## src/rtl/seq_pkg.sv

```systemverilog
package seq_pkg;

    localparam int STATE_W    = 3;
    localparam int NUM_STATES = 1 << STATE_W;

    typedef struct packed {
        logic q1;
        logic q2;
        logic q3;
    } seq_state_t;

    localparam seq_state_t START_STATE = '{q1: 1'b0, q2: 1'b0, q3: 1'b0};

    // Feedback: NAND of all stages into the head, plain shift behind it.
    function automatic seq_state_t step(input seq_state_t s);
        seq_state_t n;
        n.q1 = ~(s.q1 & s.q2 & s.q3);
        n.q2 = s.q1;
        n.q3 = s.q2;
        return n;
    endfunction

    // Ring membership: 011, 101, 110, 111 (two or more stages set).
    function automatic logic on_ring(input seq_state_t s);
        return (s.q1 & s.q2) | (s.q1 & s.q3) | (s.q2 & s.q3);
    endfunction

    function automatic logic [STATE_W-1:0] to_bits(input seq_state_t s);
        return {s.q1, s.q2, s.q3};
    endfunction

endpackage

```

## src/rtl/seq_core.sv

```systemverilog
module seq_core
    import seq_pkg::*;
(
    input  logic                clk,
    input  logic                rst,
    input  logic                preset_en,
    input  seq_state_t          preset_val,
    output seq_state_t          cur
);

    seq_state_t nxt;

    always_comb begin
        if (preset_en) nxt = preset_val;
        else           nxt = step(cur);
    end

    always_ff @(posedge clk) begin
        if (rst) cur <= START_STATE;
        else     cur <= nxt;
    end

    // reset lands on the start code
    a_r1_reset_start: assert property (@(posedge clk)
        rst |=> (cur == START_STATE));

    // head stage is the NAND of all stages
    a_r2_nand_head: assert property (@(posedge clk) disable iff (rst)
        (!rst && !preset_en) |=> (cur.q1 == ~($past(cur.q1) & $past(cur.q2) & $past(cur.q3))));

    // tail stages shift
    a_r3_shift_tail: assert property (@(posedge clk) disable iff (rst)
        (!rst && !preset_en) |=> (cur.q2 == $past(cur.q1) && cur.q3 == $past(cur.q2)));

    // preset loads the given code
    a_r9_preset_load: assert property (@(posedge clk) disable iff (rst)
        (!rst && preset_en) |=> (cur == $past(preset_val)));

endmodule

```

## src/rtl/seq_decode.sv

```systemverilog
module seq_decode
    import seq_pkg::*;
(
    input  logic                    clk,
    input  logic                    rst,
    input  seq_state_t              cur,
    output logic [NUM_STATES-1:0]   hot,
    output logic                    ring,
    output logic                    entry
);

    logic [STATE_W-1:0] code;
    assign code = to_bits(cur);

    for (genvar g = 0; g < NUM_STATES; g++) begin : g_hot
        assign hot[g] = (code == STATE_W'(g));
    end

    assign ring  = on_ring(cur);
    assign entry = ~ring;

    // exactly one decode bit set
    a_r7_one_hot: assert property (@(posedge clk) disable iff (rst)
        $countones(hot) == 1);

    // ring flag agrees with the decoded ring codes
    a_r8_ring_codes: assert property (@(posedge clk) disable iff (rst)
        ring == (hot[3] | hot[5] | hot[6] | hot[7]));

endmodule

```

## src/rtl/seq_cycle_ctr.sv

```systemverilog
module seq_cycle_ctr #(
    parameter int CNT_W = 16
) (
    input  logic              clk,
    input  logic              rst,
    output logic [CNT_W-1:0]  count
);

    localparam logic [CNT_W-1:0] ONE = CNT_W'(1);

    always_ff @(posedge clk) begin
        if (rst) count <= '0;
        else     count <= count + ONE;
    end

    // advances by one (modulo width) on every non-reset edge
    a_r10_count_step: assert property (@(posedge clk) disable iff (rst)
        !rst |=> (count == $past(count) + ONE));

endmodule

```

## src/rtl/shift_seq_gen.sv

```systemverilog
module shift_seq_gen
    import seq_pkg::*;
#(
    parameter int CNT_W = 16
) (
    input  logic                  clk,
    input  logic                  rst,
    input  logic                  preset_en,
    input  logic [2:0]            preset_val,
    output logic [2:0]            state,
    output logic [7:0]            state_hot,
    output logic                  in_loop,
    output logic                  transient,
    output logic [CNT_W-1:0]      cycles
);

    seq_state_t cur;

    seq_core u_core (
        .clk        (clk),
        .rst        (rst),
        .preset_en  (preset_en),
        .preset_val (seq_state_t'(preset_val)),
        .cur        (cur)
    );

    seq_decode u_dec (
        .clk   (clk),
        .rst   (rst),
        .cur   (cur),
        .hot   (state_hot),
        .ring  (in_loop),
        .entry (transient)
    );

    seq_cycle_ctr #(.CNT_W(CNT_W)) u_ctr (
        .clk   (clk),
        .rst   (rst),
        .count (cycles)
    );

    assign state = to_bits(cur);

    // once on the ring, free running stays on the ring
    a_r5_ring_closed: assert property (@(posedge clk) disable iff (rst)
        (in_loop && !preset_en) |=> in_loop);

    // an entry state reaches the ring within two free-running steps
    a_r6_entry_leads_in: assert property (@(posedge clk) disable iff (rst)
        (transient && !preset_en && (state != 3'b000)) |=> (in_loop || state == 3'b110 || state == 3'b100));

endmodule

```

## config.mk

```make
export PLATFORM = sky130hd
export DESIGN_NAME = shift_seq_gen
export DESIGN_NICKNAME = d
export VERILOG_FILES = /design/src/rtl/seq_pkg.sv /design/src/rtl/seq_core.sv /design/src/rtl/seq_decode.sv /design/src/rtl/seq_cycle_ctr.sv /design/src/rtl/shift_seq_gen.sv
export SDC_FILE = /design/constraint.sdc
export NUM_CORES = 1
export LEC_CHECK = 0
export BUFFER_PORTS_ARGS = -buffer_cell sky130_fd_sc_hd__buf_2
export CORE_MARGIN = 2
export CORE_UTILIZATION = 49
export CTS_CLUSTER_SIZE = 10
export DETAILED_ROUTE_END_ITERATION = 10
export GPL_TIMING_DRIVEN = 0
export PLACE_DENSITY_LB_ADDON = 0.15
export SKIP_CTS_REPAIR_TIMING = 1
export SYNTH_ARGS = -nofsm -noshare
export SYNTH_HDL_FRONTEND = slang
export SYNTH_SLANG_ARGS = --single-unit
```

## constraint.sdc

```tcl
create_clock -name clk -period 3.06 [get_ports clk]
set_input_delay 0.612 -clock clk [delete_from_list [all_inputs] [get_ports clk]]
set_output_delay 0.612 -clock clk [all_outputs]
set_load 0.02 [all_outputs]
```

# Word-level counts from Yosys, hierarchy flattened
# Index checks and enable logic that the tools add are counted.
# classes
n_eq_ne	7
n_mux	1
n_reduce_logical	1
n_bitwise	8
addsub	1
# ops
op	n
adder 16 x 1 -> 16 bit, second input constant	1
equality test 3 bit, second input constant	4
equality test 3 x 2 -> 1 bit, second input constant	2
AND 1 bit	4
equality test 3 x 1 -> 1 bit, second input constant	1
zero test 3 bit	1
2-to-1 mux 3 bit	1
NOT 1 bit	2
OR 1 bit	2
# word_totals
elab_cells	22
output_inout_bits	29
regBits	19

# Logic depth before layout (Yosys ltp)
# Gate-level depths: netlist (run 1).
# depth
word_depth	4
ltp_mapped	5

# Modules after synthesis
# A second synthesis (run 1) with hierarchy kept.
# unflattened
hier_cells	106
hier_area_um2	1008.5
# modules_own_cells
mod	cells_each	instances	seq_area_each_um2	area_each_um2
seq_cycle_ctr	81	1	320.3	764.5
seq_decode	15	1	0.0	127.6
seq_core	10	1	60.1	116.4

# Least setup slack after synthesis (run 1)
# No wires, ideal clock.
# synth_timing
path_type	flip-flop to output port
startpoint	reg, netlist name u_core.cur[1]
endpoint	out state_hot[2]
t_arrival_ns	1.248
n_path_buf	1
t_required_ns	2.448
slack_ns	1.200
stages_incl_launch_ff	3
cell_sequence	dfxtp_1 clkbuf_1 nor3b_1
# synth_via
elab_chain_len	1
# synth_rtl
item	line_no	source
equality test 3 x 2 -> 1 bit	seq_decode.sv:16	assign hot[g] = (code == STATE_W'(g));
to (decl)	shift_seq_gen.sv:11	output logic [7:0] state_hot,
# Every way passes these cells.

# Worst setup path after layout (run 1)
# layout_timing
startpoint	reg, netlist name u_core.cur[1]
endpoint	out transient
# layout_via
elab_chain_len	4
word_cells_on_any_way	5
# layout_rtl
item	line_no	source
AND 1 bit	seq_pkg.sv:25	return (s.q1 & s.q2) | (s.q1 & s.q3) | (s.q2 & s.q3);
OR 1 bit	seq_pkg.sv:25	
OR 1 bit *	seq_pkg.sv:25	
NOT 1 bit *	seq_decode.sv:20	assign entry = ~ring;
to (decl)	shift_seq_gen.sv:13	output logic transient,
# Every way passes the cells marked *; elsewhere a longest branch is shown, timed or not.

==> results of run 1 <==
sequential cells by signal, summed over array words and instances (netlist names):
name         flops
u_core.cur       3
u_ctr.count     16
critical path, stage by stage, from the launching register on:
cell      delay [ns]
dfxtp_1         0.33
clkbuf_1        0.30
nand2_1         0.12
nand2b_1        0.09
o21a_1          0.13
inv_1           0.04
buf_2           0.15
metrics by stage:
step | std cells | utilization [%] | power [mW]
floorplan | 100 | - | 0.302
global placement | 150 | 62.1 | 0.321
detailed placement | 150 | 62.1 | 0.322
CTS | 154 | 63.7 | 0.446
global route | 154 | 63.7 | 0.462
finish | 154 | 63.7 | 0.445
layer usage:
metal | vias to the layer above | routed length (um) | track usage [%]
met2 | 24 | 851 | 28.6
met5 | - | 0 | 0
met4 | 0 | 40 | 10.3
met1 | 372 | 882 | 25.7
li1 | 413 | - | -
met3 | 5 | 74 | 3.57
worst paths after layout:
check | startpoint | endpoint | slack, ns | cells after the start
worst max-delay path | u_core.cur[1] | transient | 0.99 | 6
worst min-delay path | u_ctr.count[0] | u_ctr.count[0] | 0.52 | 1
worst max register to register | u_ctr.count[0] | u_ctr.count[14] | 1.47 | 5
worst min register to register | u_ctr.count[0] | u_ctr.count[0] | 0.52 | 1
cells by family (layout without fill, tap and decap cells):
family / after synthesis / after routing / synth area share (%)
compound gates: 6 / 6 / 3.77
xor+xnor: 12 / 12 / 12.2
fa+ha+maj: 1 / 1 / 1.45
buf+inv: 7 / 44 / 3.04
flops: 19 / 19 / 44.1
mux: 2 / 2 / 2.32
simple gates: 53 / 53 / 33.2
power by group through the flow:
stage,clock network [mW],registers (mW),logic (mW)
5_1_grt,0.139,0.263,0.0598
4_1_cts,0.129,0.261,0.0560
2_1_floorplan,0,0.273,0.0290
6_report,0.128,0.261,0.0556
3_3_place_gp,0,0.267,0.0543
3_5_place_dp,0,0.267,0.0556
placed cells by master, fill, tap and decap left out, drive strengths merged, types with 2 or more instances in the layout:
cell    instances
nor3            4
xor2            2
nand2           5
clkbuf          7
and3b           2
nand3           5
nor3b           3
buf            34
xnor2          10
or3             2
nand4           5
o21ai           2
nor4            4
inv             3
a21oi           3
mux2i           2
dfxtp          19
nor2           19
layout make-up:
| type | count | area (sq um) |
|---|---|---|
| fillers | 155 | 613 |
| multi-input cells | 74 | 457 |
| repair buffers | 33 | 165 |
| plain buffers | 4 | 15.0 |
| well taps | 17 | 21.3 |
| clock buffers | 4 | 26.3 |
| flip-flops and latches | 19 | 380 |
| inverters | 3 | 11.3 |
==> impl_metrics.ini, run 1 <==
[global_routing]
grt_pass1_vias = 675
grt.total_usage_pct = 19.1
antenna_found_initial = 0
gr-total-overflow = 0
grt_max_degree = 11
grt_pass1_wl_um = 2910

[timing]
fin_skew_ns = 0.00621
worstMarginPinSlew_ns = 0.439
max_slew_margin_pct = 70.7
setup_viol = 0
setup_tns_ns = 0
post-route-min-period_ns = 2.07
hold_viol = 0
slew_viol_final = 0
fmax_ghz = 0.484
min_period_over_period_pct = 67.5
finalWorstSetupSlack_ns = 0.994
grt_setup_unrepaired = false
fin_hold_ws_ns = 0.517

[power]
p_int_uw = 324
combPwrFrac_pct = 12.5
pwr-share-clk_pct = 28.9
p_leak_nw = 0.478
switchingPower_uw = 121
switching_share_pct = 27.1
power_frac_seq_pct = 58.7
ir_drop_uv = 328
power_density_nw_per_um2 = 414

[placement]
pre_cts_ws_ns = 1.34
io_buffers = 33
hpwl_um = 1340
place_congestion = 0.792
placed_area_sq_um = 1050

[critical_path]
cp_max_fo = 10
critPathKind = reg -> out
crit_path_start_kind = flop
endpoint_kind = primary output
crit_required_ns = 2.45
arrival_ns = 1.45

[drt]
ant_nets = 0
wl_per_cell_um = 12.0
viasPerCell = 5.29
drtPass1Iterations = 4
drc = 0
routed_wl_um = 1850
drtIter0Drc = 7
routed-via-count = 814

[logic_synthesis]
syn_area_sq_um = 863
synth_edf_count = 0
synthTopCellsByCount = dfxtp_1, nor2_1, xnor2_1, nand2_1
syn_avg_cell_area_sq_um = 8.63
yosys.area.top_type = dfxtp_1
syn-instance-count = 100
synthFlopType = dfxtp_1
synthTopCellsByArea = dfxtp_1, xnor2_1, nor2_1, nand4_2, nor4_1
ys_warn_count = 0
synth_top_area_share_pct = 44.1
synthesis.nets = 107
synth.distinct_cells = 26
yosysSeqAreaShare_pct = 44.1
ys_ff_latch = 19
async_flop_share_pct = 0

[clock_network]
h-tree-depth = 1
clockBufferDepth = 2
clk_pin_slew_ns = 0.10
clockRootBuffer = clkbuf_4
clock_latency_ns = 0.30
cts.sinks = 19
numCtsBuffers = 3
cts_tree = done

[final_layout]
drive_above_1_share_pct = 28.5
area_growth_pct = 24.6
stdcell_area_sq_um = 1080
n_antenna_cell = 0
finalNetCount = 145

[die]
core_sq_um = 1690
rows = 15
top_level_ports = 35
fp.dieW_um = 46.0
die_height_um = 46.0
start_util_pct = 51.1
die_area_sq_um = 2110

[run_status]
status = complete, no violations

[run]
drv_cap = 0

[hold_path]
hold_class = reg -> reg
(Power assumes the default switching activity.)
==> inputs of run 2 (changes only) <==
- ABC_AREA: default -> 1
- CORE_UTILIZATION: 49 -> 42
- clock period: 3.06 -> 1.7 ns (I/O delays scaled with it)
==> run 2 against run 1 <==
Against the previous run: worst hold slack lost 0.25 ns; clock power grew 80%; via count grew 19%; die area grew 23%; synthesized cell count grew 39%; sequential cell count is the same; setup slack lost 0.86 ns; sequential share of layout area shrank 2.3 points; area after synthesis grew 7.8%; power grew 80%; combinational power grew 82%; critical path type unchanged.
==> impl_metrics.ini, run 2 <==
[drt]
drtIter0Drc = 14
ant_nets = 0
routed-via-count = 970
routed_wl_um = 1990
wl_per_cell_um = 9.75
drc = 0
viasPerCell = 4.75
drtPass1Iterations = 4

[critical_path]
crit_required_ns = 1.36
endpoint_kind = primary output
crit_path_start_kind = flop
critPathKind = reg -> out
arrival_ns = 1.22
cp_max_fo = 7

[placement]
hpwl_um = 1580
io_buffers = 33
place_congestion = 0.777

[global_routing]
grt_pass1_vias = 860
gr-total-overflow = 0
grt_pass1_wl_um = 3530
antenna_found_initial = 0
grt.total_usage_pct = 17.8
grt_max_degree = 12

[logic_synthesis]
syn_avg_cell_area_sq_um = 6.70
ys_ff_latch = 19
synthTopCellsByArea = dfxtp_1, nand2_1, nor2_1, inv_1, a21oi_1
synth_top_area_share_pct = 40.9
synth_most_common_cell = nand2_1
synthFlopType = dfxtp_1
syn-instance-count = 139
synthTopCellsByCount = nand2_1, nor2_1, inv_1, dfxtp_1, a21oi_1
yosys.area.top_type = dfxtp_1
synth.distinct_cells = 21
yosysSeqAreaShare_pct = 40.9
ys_warn_count = 0
async_flop_share_pct = 0
syn_area_sq_um = 931
synth_edf_count = 0
synthesis.nets = 146

[clock_network]
h-tree-depth = 1
clockRootBuffer = clkbuf_4
clk_pin_slew_ns = 0.11
clockBufferDepth = 2
clock_latency_ns = 0.30
cts_tree = done
numCtsBuffers = 3
cts.sinks = 19

[final_layout]
fin_util_pct = 54.1
drive_above_1_share_pct = 27.8
regMostFlops = u_ctr.count
largest_reg_flops = 16
n_antenna_cell = 0
mostFrequentLayoutCells = buf_2, nand2_1, nor2_1
finalNetCount = 184
area_growth_pct = 24.9
final_common_cell = buf_2
largestRegisters = u_ctr.count x16, u_core.cur x3

[die]
die_area_sq_um = 2610
fp.dieW_um = 51.1
start_util_pct = 43.3
rows = 17
top_level_ports = 35
die_height_um = 51.1
core_sq_um = 2150

[timing]
fin_skew_ns = 0.00726
min_period_over_period_pct = 92.0
slew_viol_final = 0
setup_tns_ns = 0
hold_viol = 0
worstMarginPinSlew_ns = 0.285
post-route-min-period_ns = 1.56
fmax_ghz = 0.640
grt_setup_unrepaired = false
setup_viol = 0
max_slew_margin_pct = 80.9

[hold_path]
hold_class = in -> reg

[power]
ir_drop_uv = 437
power_density_nw_per_um2 = 689
p_leak_nw = 0.565

[run_status]
status = complete, no violations

[run]
drv_cap = 0
-- run 2: changes by cell type after synthesis, moves of 3 or more --
cell      change
inv_1        +17
nor2_1       +10
nor4_1        -4
nor3b_1       -3
nand2_1      +25
clkbuf_1      -3
xnor2_1      -10
a21oi_1       +5
-- run 2: logic make-up after synthesis --
group | share of synthesized area (%)
fa+ha+maj | 1.34
flops | 40.9
buf+inv | 9.14
simple gates | 34.9
xor+xnor | 0.941
compound gates | 12.8
-- run 2: critical path, stage by stage (launching register included) --
cell and delay (ns):
dfxtp_2 0.40, inv_1 0.11, a21oi_1 0.20, inv_1 0.05
buf_2 0.15
-- run 2: layer usage --
layer / GRT usage, % / vias up / part of all wire, %
met5: 0 / - / 0
met3: 2.92 / 6 / 7.3
met2: 28.8 / 31 / 44
li1: - / 518 / -
met1: 22.5 / 415 / 46
met4: 9.46 / 0 / 2.4
-- run 2: path summary, 6_finish.rpt --
kind,slack (ns),end,startpoint,cells past startpoint
worst max-delay path,0.14,transient,u_core.cur[2],4
worst min-delay path,0.26,u_core.cur[1],preset_val[1],3
worst max register to register,0.39,u_ctr.count[10],u_ctr.count[0],6
worst min register to register,0.49,u_ctr.count[0],u_ctr.count[0],1
-- run 2: stage by stage --
step                      instances  setup slack (ns)  hold WS, ns  area, sq um  power, mW
after CTS                       204            0.0448        0.268         1160      0.814
after global routing            204            0.0358        0.270         1160      0.845
after global placement          200             0.444        0.451         1130      0.579
after detailed placement        200             0.394        0.469         1130      0.581
final                           204             0.137        0.265         1160      0.801
after floorplan                 139            0.0728        0.480          931      0.546
-- run 2: cell type report --
cell class                      instances  area [sq um]
Fill cell                             227           986
Multi-Input combinational cell         98           465
Sequential cell                        19           384
Timing Repair Buffer                   33           165
Inverter                               20          75.1
Tap cell                               28          35.0
Clock buffer                            3          22.5
Buffer                                  2          10.0
Clock inverter                          1          5.00
-- run 2: report_power, final --
group          internal, mW  switching (mW)
Combinational        0.0347          0.0662
Clock                0.0877           0.142
Sequential            0.457          0.0134
